File: src/rtl/cbuf_delay.sv
`timescale 1ns/1ps
module cbuf_delay #(
  parameter int DW = 16,
  parameter int AW = 4
) (
  input  logic          clk,
  input  logic          rst_n,
  input  logic [DW-1:0] smp_in,
  input  logic [AW-1:0] ofs_in,
  output logic          conv_start,
  output logic          rd_strobe,
  output logic          wr_strobe,
  output logic          upd_strobe,
  output logic [DW-1:0] rd_data,
  output logic          rd_valid
);
  localparam int N = 1 << AW;
  localparam logic [1:0] PH_CONV = 2'd0, PH_READ = 2'd1, PH_WRITE = 2'd2, PH_UPD = 2'd3;

  logic [1:0]    ph;
  logic [AW-1:0] wptr, ofs_q, raddr;
  logic [DW-1:0] mem [N];
  logic [N-1:0]  filled;

  assign conv_start = (ph == PH_CONV);
  assign rd_strobe  = (ph == PH_READ);
  assign wr_strobe  = (ph == PH_WRITE);
  assign upd_strobe = (ph == PH_UPD);
  assign raddr      = wptr + ofs_q;

  always_ff @(posedge clk) begin
    if (!rst_n) ph <= PH_CONV;
    else        ph <= ph + 2'd1;
  end

  always_ff @(posedge clk) begin
    if (!rst_n) begin
      wptr     <= '0;
      ofs_q    <= '0;
      filled   <= '0;
      rd_data  <= '0;
      rd_valid <= 1'b0;
    end else begin
      rd_valid <= rd_strobe;
      if (rd_strobe) rd_data <= filled[raddr] ? mem[raddr] : '0;
      if (wr_strobe) filled[wptr] <= 1'b1;
      if (upd_strobe) begin
        wptr  <= wptr + 1'b1;
        ofs_q <= ofs_in;
      end
    end
  end

  always_ff @(posedge clk) begin
    if (wr_strobe) mem[wptr] <= smp_in;
  end

  // phase order
  p_conv_then_read_r1: assert property (@(posedge clk) disable iff (!rst_n) conv_start |=> rd_strobe);
  p_read_then_write_r1: assert property (@(posedge clk) disable iff (!rst_n) rd_strobe |=> wr_strobe);
  p_write_then_upd_r1: assert property (@(posedge clk) disable iff (!rst_n) wr_strobe |=> upd_strobe);
  p_upd_then_conv_r1: assert property (@(posedge clk) disable iff (!rst_n) upd_strobe |=> conv_start);

  // pointer movement
  p_ptr_step_r2: assert property (@(posedge clk) disable iff (!rst_n)
    upd_strobe |=> wptr == $past(wptr) + 1'b1);
  p_ptr_hold_r2: assert property (@(posedge clk) disable iff (!rst_n)
    !upd_strobe |=> $stable(wptr));

  // offset only moves at update
  p_ofs_hold_r5: assert property (@(posedge clk) disable iff (!rst_n)
    !upd_strobe |=> $stable(ofs_q));

  // output timing
  p_valid_after_read_r6: assert property (@(posedge clk) disable iff (!rst_n)
    rd_strobe |=> rd_valid);
  p_valid_only_write_r6: assert property (@(posedge clk) disable iff (!rst_n)
    rd_valid |-> wr_strobe);
  p_data_hold_r6: assert property (@(posedge clk) disable iff (!rst_n)
    !rd_strobe |=> $stable(rd_data));

  // unwritten slots read zero
  p_unwritten_zero_r7: assert property (@(posedge clk) disable iff (!rst_n)
    (rd_strobe && !filled[raddr]) |=> rd_data == '0);
endmodule

File: config.mk
export PLATFORM = sky130hd
export DESIGN_NAME = cbuf_delay
export DESIGN_NICKNAME = d
export VERILOG_FILES = /design/src/rtl/cbuf_delay.sv
export SDC_FILE = /design/constraint.sdc
export NUM_CORES = 1
export LEC_CHECK = 0
export BUFFER_PORTS_ARGS = -buffer_cell sky130_fd_sc_hd__clkbuf_2
export CAP_MARGIN = 15
export CORE_MARGIN = 2
export CORE_UTILIZATION = 65
export CTS_CLUSTER_DIAMETER = 60
export DETAILED_ROUTE_END_ITERATION = 7
export PLACE_DENSITY = 0.84
export SLEW_MARGIN = 10
export SYNTH_ARGS = -nofsm -noshare
export SYNTH_HDL_FRONTEND = slang
export SYNTH_SLANG_ARGS = --single-unit
File: constraint.sdc
create_clock -name clk -period 5.9 [get_ports clk]
set_clock_uncertainty 0.15 [all_clocks]
set_input_delay 0 -clock clk [delete_from_list [all_inputs] [get_ports clk]]
set_output_delay 0 -clock clk [all_outputs]
set_load 0.01 [all_outputs]
# Word-level counts from Yosys, hierarchy flattened
# Memory sizes are Yosys's and may differ from the RTL's.
# Cells that the tools add are included.
# Widths: inputs -> output; s select.
word_totals:
  ff_bits: 43
  latch_bits: 0
  ram_bits: 256
  rom_bits: 0
  word_cells: 26
  mem_count: 1
op_classes:
  add_sub_neg: 3
  multipliers: 0
  div: 0
  magnitude_cmp: 3
  eq_ne: 3
  shifts: 0
  mux: 7
  bitwise_logic: 1
  reduce_logical: 2
mem_list:
  columns: ["memory", "words", "word_bits", "rd", "rd_clocked_by_memory_dff", "write_ports", "line_no", "source"]
  rows:
  - ["mem", 16, 16, 1, 0, 1, "22", "logic [DW-1:0] mem [N];"]
op_table:
  columns: ["cell", "n"]
  rows:
  - ["$mux 16", 1]
  - ["$or 16x16->16", 1]
  - ["$lt 4x5->1 const B", 2]
  - ["$add 4x1->4 const B", 1]
  - ["$add 4x4->4", 1]
  - ["$bmux 1 s4", 1]
  - ["$demux 1 s4", 1]
  - ["$eq 2x2->1 const B", 2]
  - ["$ge 4x1->1 const B", 1]
  - ["$mux 1", 4]
  - ["$add 2x1->2 const B", 1]
  - ["$eq 2x1->1 const B", 1]
  - ["$logic_not 2->1", 1]
  - ["$logic_and 1x1->1", 1]

# Logic depth before layout (Yosys ltp)
# Gate-level depths: netlist (run 1).
depth:
  depth_word: 5
  depth_mapped: 8
  ltp_nobuf: 7

# Worst setup path before layout (run 1)
# No wires, ideal clock.
synth_timing:
  kind: "flip-flop to flip-flop"
  startpoint: "register wptr[0]"
  endpoint: "register rd_data[10]"
  setup_time_ps: 117
  t_arrival_ps: 2448
  required_ps: 5633
  setup_slack_ps: 3186
  stages_incl_launch_ff: 9
  period_less_slack_ps: 2714
  path_cell_list: "dfxtp_1 ha_1 fa_1 mux4_2 mux2i_1 nor2_1 mux2_4 buf_6 a22o_1"
synth_between:
  elab_chain_cells: 4
  elab_cells_between_ends: 5
synth_lines:
  columns: ["item", "line_no", "source"]
  rows:
  - ["from (decl)", "21", "logic [AW-1:0] wptr, ofs_q, raddr;"]
  - ["from (signal assigned)", "48", "wptr <= wptr + 1'b1;"]
  - ["$add 4x4->4 *", "29", "assign raddr = wptr + ofs_q;"]
  - ["$bmux 1 s4", "45", "if (rd_strobe) rd_data <= filled[raddr] ? mem[raddr] : '0;"]
  - ["$mux 1 (implied by the code)", "45", null]
  - ["$mux 16 *", "45", null]
  - ["to (signal assigned)", "45", null]
  - ["to (decl)", "14", "output logic [DW-1:0] rd_data,"]
# Every way passes the cells marked *; elsewhere a longest branch is shown, timed or not. The select of a mux whose other input is x is not followed.
# A chain may end at the register's enable or synchronous reset.

# Final worst setup path (run 1)
layout_timing:
  startpoint: "register wptr[0]"
  endpoint: "register rd_data[12]"
# Same word-level chain as after synthesis.

==> flow_summary.yaml, run 1 <==
status:
  status: "finished clean"
die:
  fp.dieW_um: 137
  core_area_um2: 17300
  ios: 43
  start_util_pct: 66.6
  rows: 48
  die_h_um: 137
  die_area_um2: 18800
synthesis:
  synth_area_um2: 11500
  yosys_warnings: 0
  synth-edff-count: 256
  synthArstFlopShare_pct: 0
  syn_area_per_cell_um2: 21.2
  ys_seq_elements: 299
  syn-instance-count: 543
  syn_nets: 577
  synth-main-ff-cell: "edfxtp_1"
  synth_cell_type_count: 28
  ys_seq_area_share_pct: 74.2
power_and_ir_drop:
  pwr-share-clk_pct: 42.5
  p_sw_uw: 906
  max-vdd-ir-drop_v: 0.000269
  p_comb_share_pct: 5.4
  p_seq_share_pct: 52.2
  power.density_nw_per_um2: 333
  sw_frac_of_total_pct: 20.4
  internal_power_mw: 3.53
  finalPower_mw: 4.43
  p_leak_nw: 4.45
setup_path:
  critPathSlowestCell: "fa_2"
  cp_common_cell: "mux2i_1"
  reg2reg_depth: 7
  r2r_end: "rd_data[12]"
  criticalPathCategory: "register to register"
  critPathCaptureType: "register"
  cp_top_family: "adder cells"
  critPathRequiredTime_ps: 6190
  crit_chain: "ha_4 > fa_2 > buf_4 > mux4_2 > mux2i_1 > mux2i_1 > a22o_1"
  rr_startpoint: "wptr[0]"
  start_kind: "register"
  crit_fanout: 44
  crit_start: "wptr[0]"
  slowest_delay_ps: 1000
  crit_arrival_ps: 3840
  path_depth: 7
  endpoint: "rd_data[12]"
  reg2reg_setup_slack_ps: 2350
  path_buf_inv: 1
finish:
  num_antenna_cells: 0
  nNetsFinal: 660
  drive_gt1_share_pct: 26.0
  area_growth_pct: 15.6
drt:
  num_vias: 5658
  avgViaCountPerCell: 6.47
  firstDrtPassIters: 5
  wire_per_inst_um: 27.5
  antenna_left: 0
  drc: 0
  drtIter0Drc: 567
  wl_um: 24100
place:
  numPortBuffers: 42
  dp.final_hpwl_um: 12800
  routabilityCongestion: 0.747
timing:
  finalCriticalPeriod_ps: 3550
  worstMarginPinSlew_ps: 1250
  max_slew_margin_pct: 16.8
  finalSetupViolCount: 0
  fin_crit_sh_pct: 60.2
  fmax_ghz: 0.282
  setup-tns-final_ps: 0
  finalHoldViolCount: 0
  rsz0062_at_grt: "no"
  final_max_slew_viol_count: 0
cts:
  h-tree-depth: 1
  holdBufCountCts: 25
  insertion_delay_ps: 560
  cts_tree: "built"
  clockBufferDepth: 3
  clockRootBuffer: "clkbuf_16"
  cts.sinks: 299
  clk_pin_slew_worst_paths_ps: 60
  cts_setup_buffers: 0
  cts_buffers: 30
  cts_resized: 0
hold_path:
  worst_hold_path.num_cells: 2
  hold_path_class: "input pin to register"
global_route:
  overflow: 0
  grt_max_degree: 47
  antenna_found_initial: 0
  grt_pass1_vias: 5973
  grtUsageTotal_pct: 26.5
  grt_pass1_wl_um: 35500
run:
  drv_cap: 0
-- synthesized netlist by cell type, types with 2 or more instances --
master | n | area, µm²
and2_1 | 20 | 125
mux2i_1 | 55 | 551
nor2_1 | 3 | 11.3
nor2b_1 | 7 | 43.8
clkbuf_1 | 8 | 30.0
mux4_2 | 68 | 1530
buf_2 | 12 | 60.1
dfxtp_1 | 43 | 861
xor2_1 | 2 | 17.5
edfxtp_1 | 256 | 7690
nand2_1 | 3 | 11.3
ha_1 | 11 | 138
inv_1 | 5 | 18.8
o21a_1 | 16 | 120
buf_1 | 4 | 15.0
xnor2_1 | 3 | 26.3
a22o_1 | 16 | 140
-- metrics by stage --
step / hold slack [ps] / instances / worst slack [ps] / instance area (µm²) / util [%]
after CTS: 239 / 868 / 2370 / 13200 / 76.2
after global routing: 267 / 874 / 2250 / 13300 / 77.0
after detailed placement: 120 / 788 / 2390 / 12000 / 69.1
after floorplan: -51.1 / 543 / 3190 / 11500 / -
final: 261 / 874 / 2350 / 13300 / 77.0
after global placement: 110 / 787 / 2520 / 11900 / 69.0
-- routing by layer --
metal	track usage [%]	up-vias	share of wire, %
li1	-	2390	-
met1	35.0	2927	39
met2	45.2	303	52
met3	5.37	38	7.7
met4	8.13	0	1.8
met5	0	-	0
-- registers in the layout (all words and copies together) (netlist names) --
| name | count |
|---|---|
| rd_valid | 1 |
| filled | 16 |
| wptr | 4 |
| mem | 256 |
| ph | 2 |
| rd_data | 16 |
| ofs_q | 4 |
-- cell usage in the layout, fill, tap and decap left out, types with 3 or more instances in the layout --
master,Yosys,routed
nor2b_1,7,6
clkbuf_1,8,5
buf_8,0,4
dlygate4sd3_1,0,25
ha_1,11,10
clkinv_2,0,5
clkinv_1,0,8
inv_1,5,5
mux2i_1,55,55
o21a_1,16,16
clkbuf_16,0,30
clkbuf_2,0,42
xnor2_1,3,3
and2_1,20,20
nor2_1,3,3
mux4_2,68,68
a22o_1,16,16
bufinv_16,0,4
edfxtp_1,256,256
dfxtp_1,43,43
buf_16,0,3
nand2_1,3,3
buf_4,1,3
-- logic make-up (layout without fill, tap and decap cells) --
family,after synthesis,count (layout),share of synthesized area (%)
adder cells (fa/ha/maj),12,12,1.37
XOR/XNOR,6,6,0.620
AO/OA/AOI/OAI,34,34,2.40
flip-flops,299,299,74.2
AND/OR/NAND/NOR,37,37,1.91
multiplexers,124,124,18.2
buffers and inverters,31,137,1.24
-- how the worst min path moves through the flow --
stage                    start    endpoint  slack (ps)
floorplan            smp_in[0]   mem[0][0]         -50
global placement     ofs_in[1]    ofs_q[1]         110
detailed placement   ofs_in[1]    ofs_q[1]         120
CTS                  smp_in[4]   mem[3][4]         240
global route        smp_in[12]  mem[7][12]         270
finish              smp_in[12]  mem[4][12]         260
-- power by group through the flow --
stage | clock, mW | combinational (mW) | sequential [mW]
4_1_cts | 1.89 | 0.237 | 2.31
5_1_grt | 1.97 | 0.257 | 2.31
6_report | 1.88 | 0.239 | 2.31
3_5_place_dp | 0 | 0.222 | 2.36
2_1_floorplan | 0 | 0.152 | 2.36
3_3_place_gp | 0 | 0.209 | 2.36
-- final cells by class --
type	instances	area (µm²)
tap	225	282
clock inverter	20	211
timing repair buffer	77	626
sequential	299	8550
multi-input combinational	213	2860
inverter	5	18.8
clock buffer	35	769
fill	889	3980
Power figures use the tool's default switching activity.
==> run 2: changes to the inputs <==
--- a/config.mk
+++ b/config.mk
@@ -5,13 +5,14 @@
 export SDC_FILE = /design/constraint.sdc
 export NUM_CORES = 1
 export LEC_CHECK = 0
+export ABC_AREA = 1
 export BUFFER_PORTS_ARGS = -buffer_cell sky130_fd_sc_hd__clkbuf_2
 export CAP_MARGIN = 15
 export CORE_MARGIN = 2
-export CORE_UTILIZATION = 65
+export CORE_UTILIZATION = 62
 export CTS_CLUSTER_DIAMETER = 60
 export DETAILED_ROUTE_END_ITERATION = 7
-export PLACE_DENSITY = 0.84
+export PLACE_DENSITY = 0.81
 export SLEW_MARGIN = 10
 export SYNTH_ARGS = -nofsm -noshare
 export SYNTH_HDL_FRONTEND = slang
==> constraint.sdc (replaced) <==
create_clock -name clk -period 3.55 [get_ports clk]
set_clock_uncertainty 0.15 [all_clocks]
set_input_delay 0 -clock clk [delete_from_list [all_inputs] [get_ports clk]]
set_output_delay 0 -clock clk [all_outputs]
set_load 0.01 [all_outputs]
==> run 2 against run 1 <==
  * Fmax increased by 22%
  * Register-to-register slack worse by 1700 ps
  * Combinational power grew to 3.2 times the previous value
  * Critical path depth increased by 4
  * Global-route usage increased by 1.2 points
  * First-iteration DRC count is 100% higher
  * Setup slack worse by 1700 ps
  * Area after synthesis increased by 7.1%
  * Via count rose by 53%
  * Sequential cell count stayed put
  * Critical path type unchanged
==> flow_summary.yaml, run 2 <==
status:
  status: "finished clean"
power_and_ir_drop:
  p_seq_share_pct: 51.7
  p_comb_share_pct: 10.2
  pwr-share-clk_pct: 38.2
  p_leak_nw: 5.51
  internal_power_mw: 5.67
  p_sw_mw: 1.80
  power.density_nw_per_um2: 535
  max-vdd-ir-drop_v: 0.000458
  sw_frac_of_total_pct: 24.1
  finalPower_mw: 7.47
synthesis:
  yosysMostFrequentCell: "nand2_1"
  yosys.area.top_type: "edfxtp_1"
  synth_area_um2: 12300
  syn-instance-count: 1175
  synth_cell_type_count: 26
  synth-compound-area-share_pct: 1.09
  synth-edff-count: 256
  ys_top_cells_by_area: "edfxtp_1 62%, nand2_1 16%, dfxtp_1 7.0%"
  synth_fa_ha_area_share_pct: 1.28
  synthArstFlopShare_pct: 0
  syn_area_per_cell_um2: 10.5
  syn_nets: 1209
  yosysTopAreaCellShare_pct: 62.3
  synth-main-ff-cell: "edfxtp_1"
  ys_seq_area_share_pct: 69.3
  synth_simple_gate_area_share_pct: 24.3
  synth_top_family_by_area: "simple AND/OR/NAND/NOR gates"
  yosys_warnings: 0
  synthXorXnorAreaFrac_pct: 0.365
  synthMuxAreaShare_pct: 0
  ys_seq_elements: 299
  synthTopCellsByCount: "526 x nand2_1, 256 x edfxtp_1, 138 x nand3_1"
place:
  dp.final_hpwl_um: 15300
  place_area_um2: 12800
  routabilityCongestion: 0.791
  dp_slack_ps: 728
  placed_cells: 1450
  numPortBuffers: 42
drt:
  num_vias: 8671
  drc: 0
  firstDrtPassIters: 6
  avgViaCountPerCell: 5.67
  wl_um: 29000
  antenna_left: 0
  wire_per_inst_um: 19.0
  drtIter0Drc: 1162
setup_path:
  critPathCaptureType: "register"
  start_kind: "register"
  criticalPathCategory: "register to register"
  crit_fanout: 68
  critPathRequiredTime_ps: 3890
  crit_arrival_ps: 3260
  reg2reg_setup_slack_ps: 630
hold_path:
  hold_path_class: "input pin to register"
die:
  core_area_um2: 19500
  fp.dieW_um: 145
  ios: 43
  start_util_pct: 63.4
  die_area_um2: 21000
  rows: 51
  die_h_um: 145
cts:
  clockBufferDepth: 3
  cts_buffers: 29
  h-tree-depth: 1
  clk_pin_slew_worst_paths_ps: 60
  cts.sinks: 299
  clockRootBuffer: "clkbuf_16"
  cts_tree: "built"
  insertion_delay_ps: 550
timing:
  holdWs_ps: 166
  setup_ws_ps: 628
  fin_crit_sh_pct: 82.3
  finalCriticalPeriod_ps: 2920
  rsz0062_at_grt: "no"
  final_max_slew_viol_count: 0
  fmax_ghz: 0.342
  max_slew_margin_pct: 42.9
  setup-tns-final_ps: 0
  finalSetupViolCount: 0
  finalHoldViolCount: 0
  worstMarginPinSlew_ps: 856
finish:
  final_cell_mix: "526 x nand2_1, 256 x edfxtp_1, 138 x nand3_1"
  nFillCells: 1289
  drive_gt1_share_pct: 10.6
  largest_reg_flops: 256
  num_antenna_cells: 0
  multi_input_area_um2: 3390
  largest_register: "mem"
  final_area_um2: 14000
  fin_cells: 1529
  nNetsFinal: 1275
  layout_commonest_cell: "nand2_1"
  utilization_pct: 71.7
  area_growth_pct: 13.2
  largestRegisters: "mem: 256 flops, filled: 16 flops, rd_data: 16 flops"
  register_area_um2: 8550
run:
  drv_cap: 0
global_route:
  grt_max_degree: 137
  grt_pass1_vias: 8366
  use_met3_pct: 5.82
  overflow: 0
  grtUsageTotal_pct: 27.7
  grt_pass1_wl_um: 45100
  busiest_layer: "met2"
  grt_util_met2_pct: 44.9
  gr-usage-met1_pct: 36.9
  antenna_found_initial: 0
## run 2: changes by cell type in the layout (fill, tap and decap cells not counted), sizes merged, moves of 11 or more
cell	change
a21oi	+19
a22o	-16
and2	-20
buf	+15
clkbuf	+11
inv	+24
mux2i	-55
mux4	-68
nand2	+526
nand3	+138
nor2	+74
o21a	-16
## run 2: routing by layer
| layer | routed length (µm) | share of wire [%] |
|---|---|---|
| met1 | 11000 | 38 |
| met2 | 13700 | 47 |
| met3 | 3090 | 11 |
| met4 | 1180 | 4.1 |
| met5 | 0 | 0 |
## run 2: worst max-delay path, stage by stage (launching register included)
cell     delay [ps]
dfxtp_1         370
ha_4            190
fa_2            540
buf_4           660
nand2_1         130
nand2_1         110
nand2_1          50
nand2_1          90
nand2_1         100
nand2_4         240
nand2_1         110
nand2_1          80
## run 2: area by class of cell
cell class | count | share of cell area (%)
inverter | 32 | 0.888
sequential | 299 | 61.3
timing repair buffer | 92 | 4.91
tap | 265 | 2.38
multi-input combinational | 787 | 24.3
clock buffer | 46 | 5.95
clock inverter | 8 | 0.323
## run 2: cells by family (layout without fill, tap and decap cells)
kind of cell    after synthesis  in the layout
buf+inv                      89            178
flops                       299            299
simple gates                746            746
fa+ha+maj                    12             12
xor+xnor                      3              3
compound gates               26             26
## run 2: path summary, 6_finish.rpt
check / endpoint / start / depth (start not counted)
worst max-delay path: rd_data[5] / wptr[0] / 11
worst min-delay path: ph[1] / rst_n / 4
worst max register to register: rd_data[5] / wptr[0] / 11
worst min register to register: rd_data[1] / rd_data[1] / 2
## run 2: power groups by stage
stage / Combinational [mW] / Clock (mW) / Sequential [mW]
final: 0.760 / 2.85 / 3.86
after global routing: 0.846 / 2.99 / 3.86
after CTS: 0.752 / 2.86 / 3.86
after detailed placement: 0.718 / 0 / 3.93
after global placement: 0.705 / 0 / 3.93
after floorplan: 0.513 / 0 / 3.93
## run 2: what timing repair did
action,4_1_cts,5_1_grt
buffers inserted,0,0
resized for setup,0,0
hold endpoints to repair,282,0
hold buffers,25,0
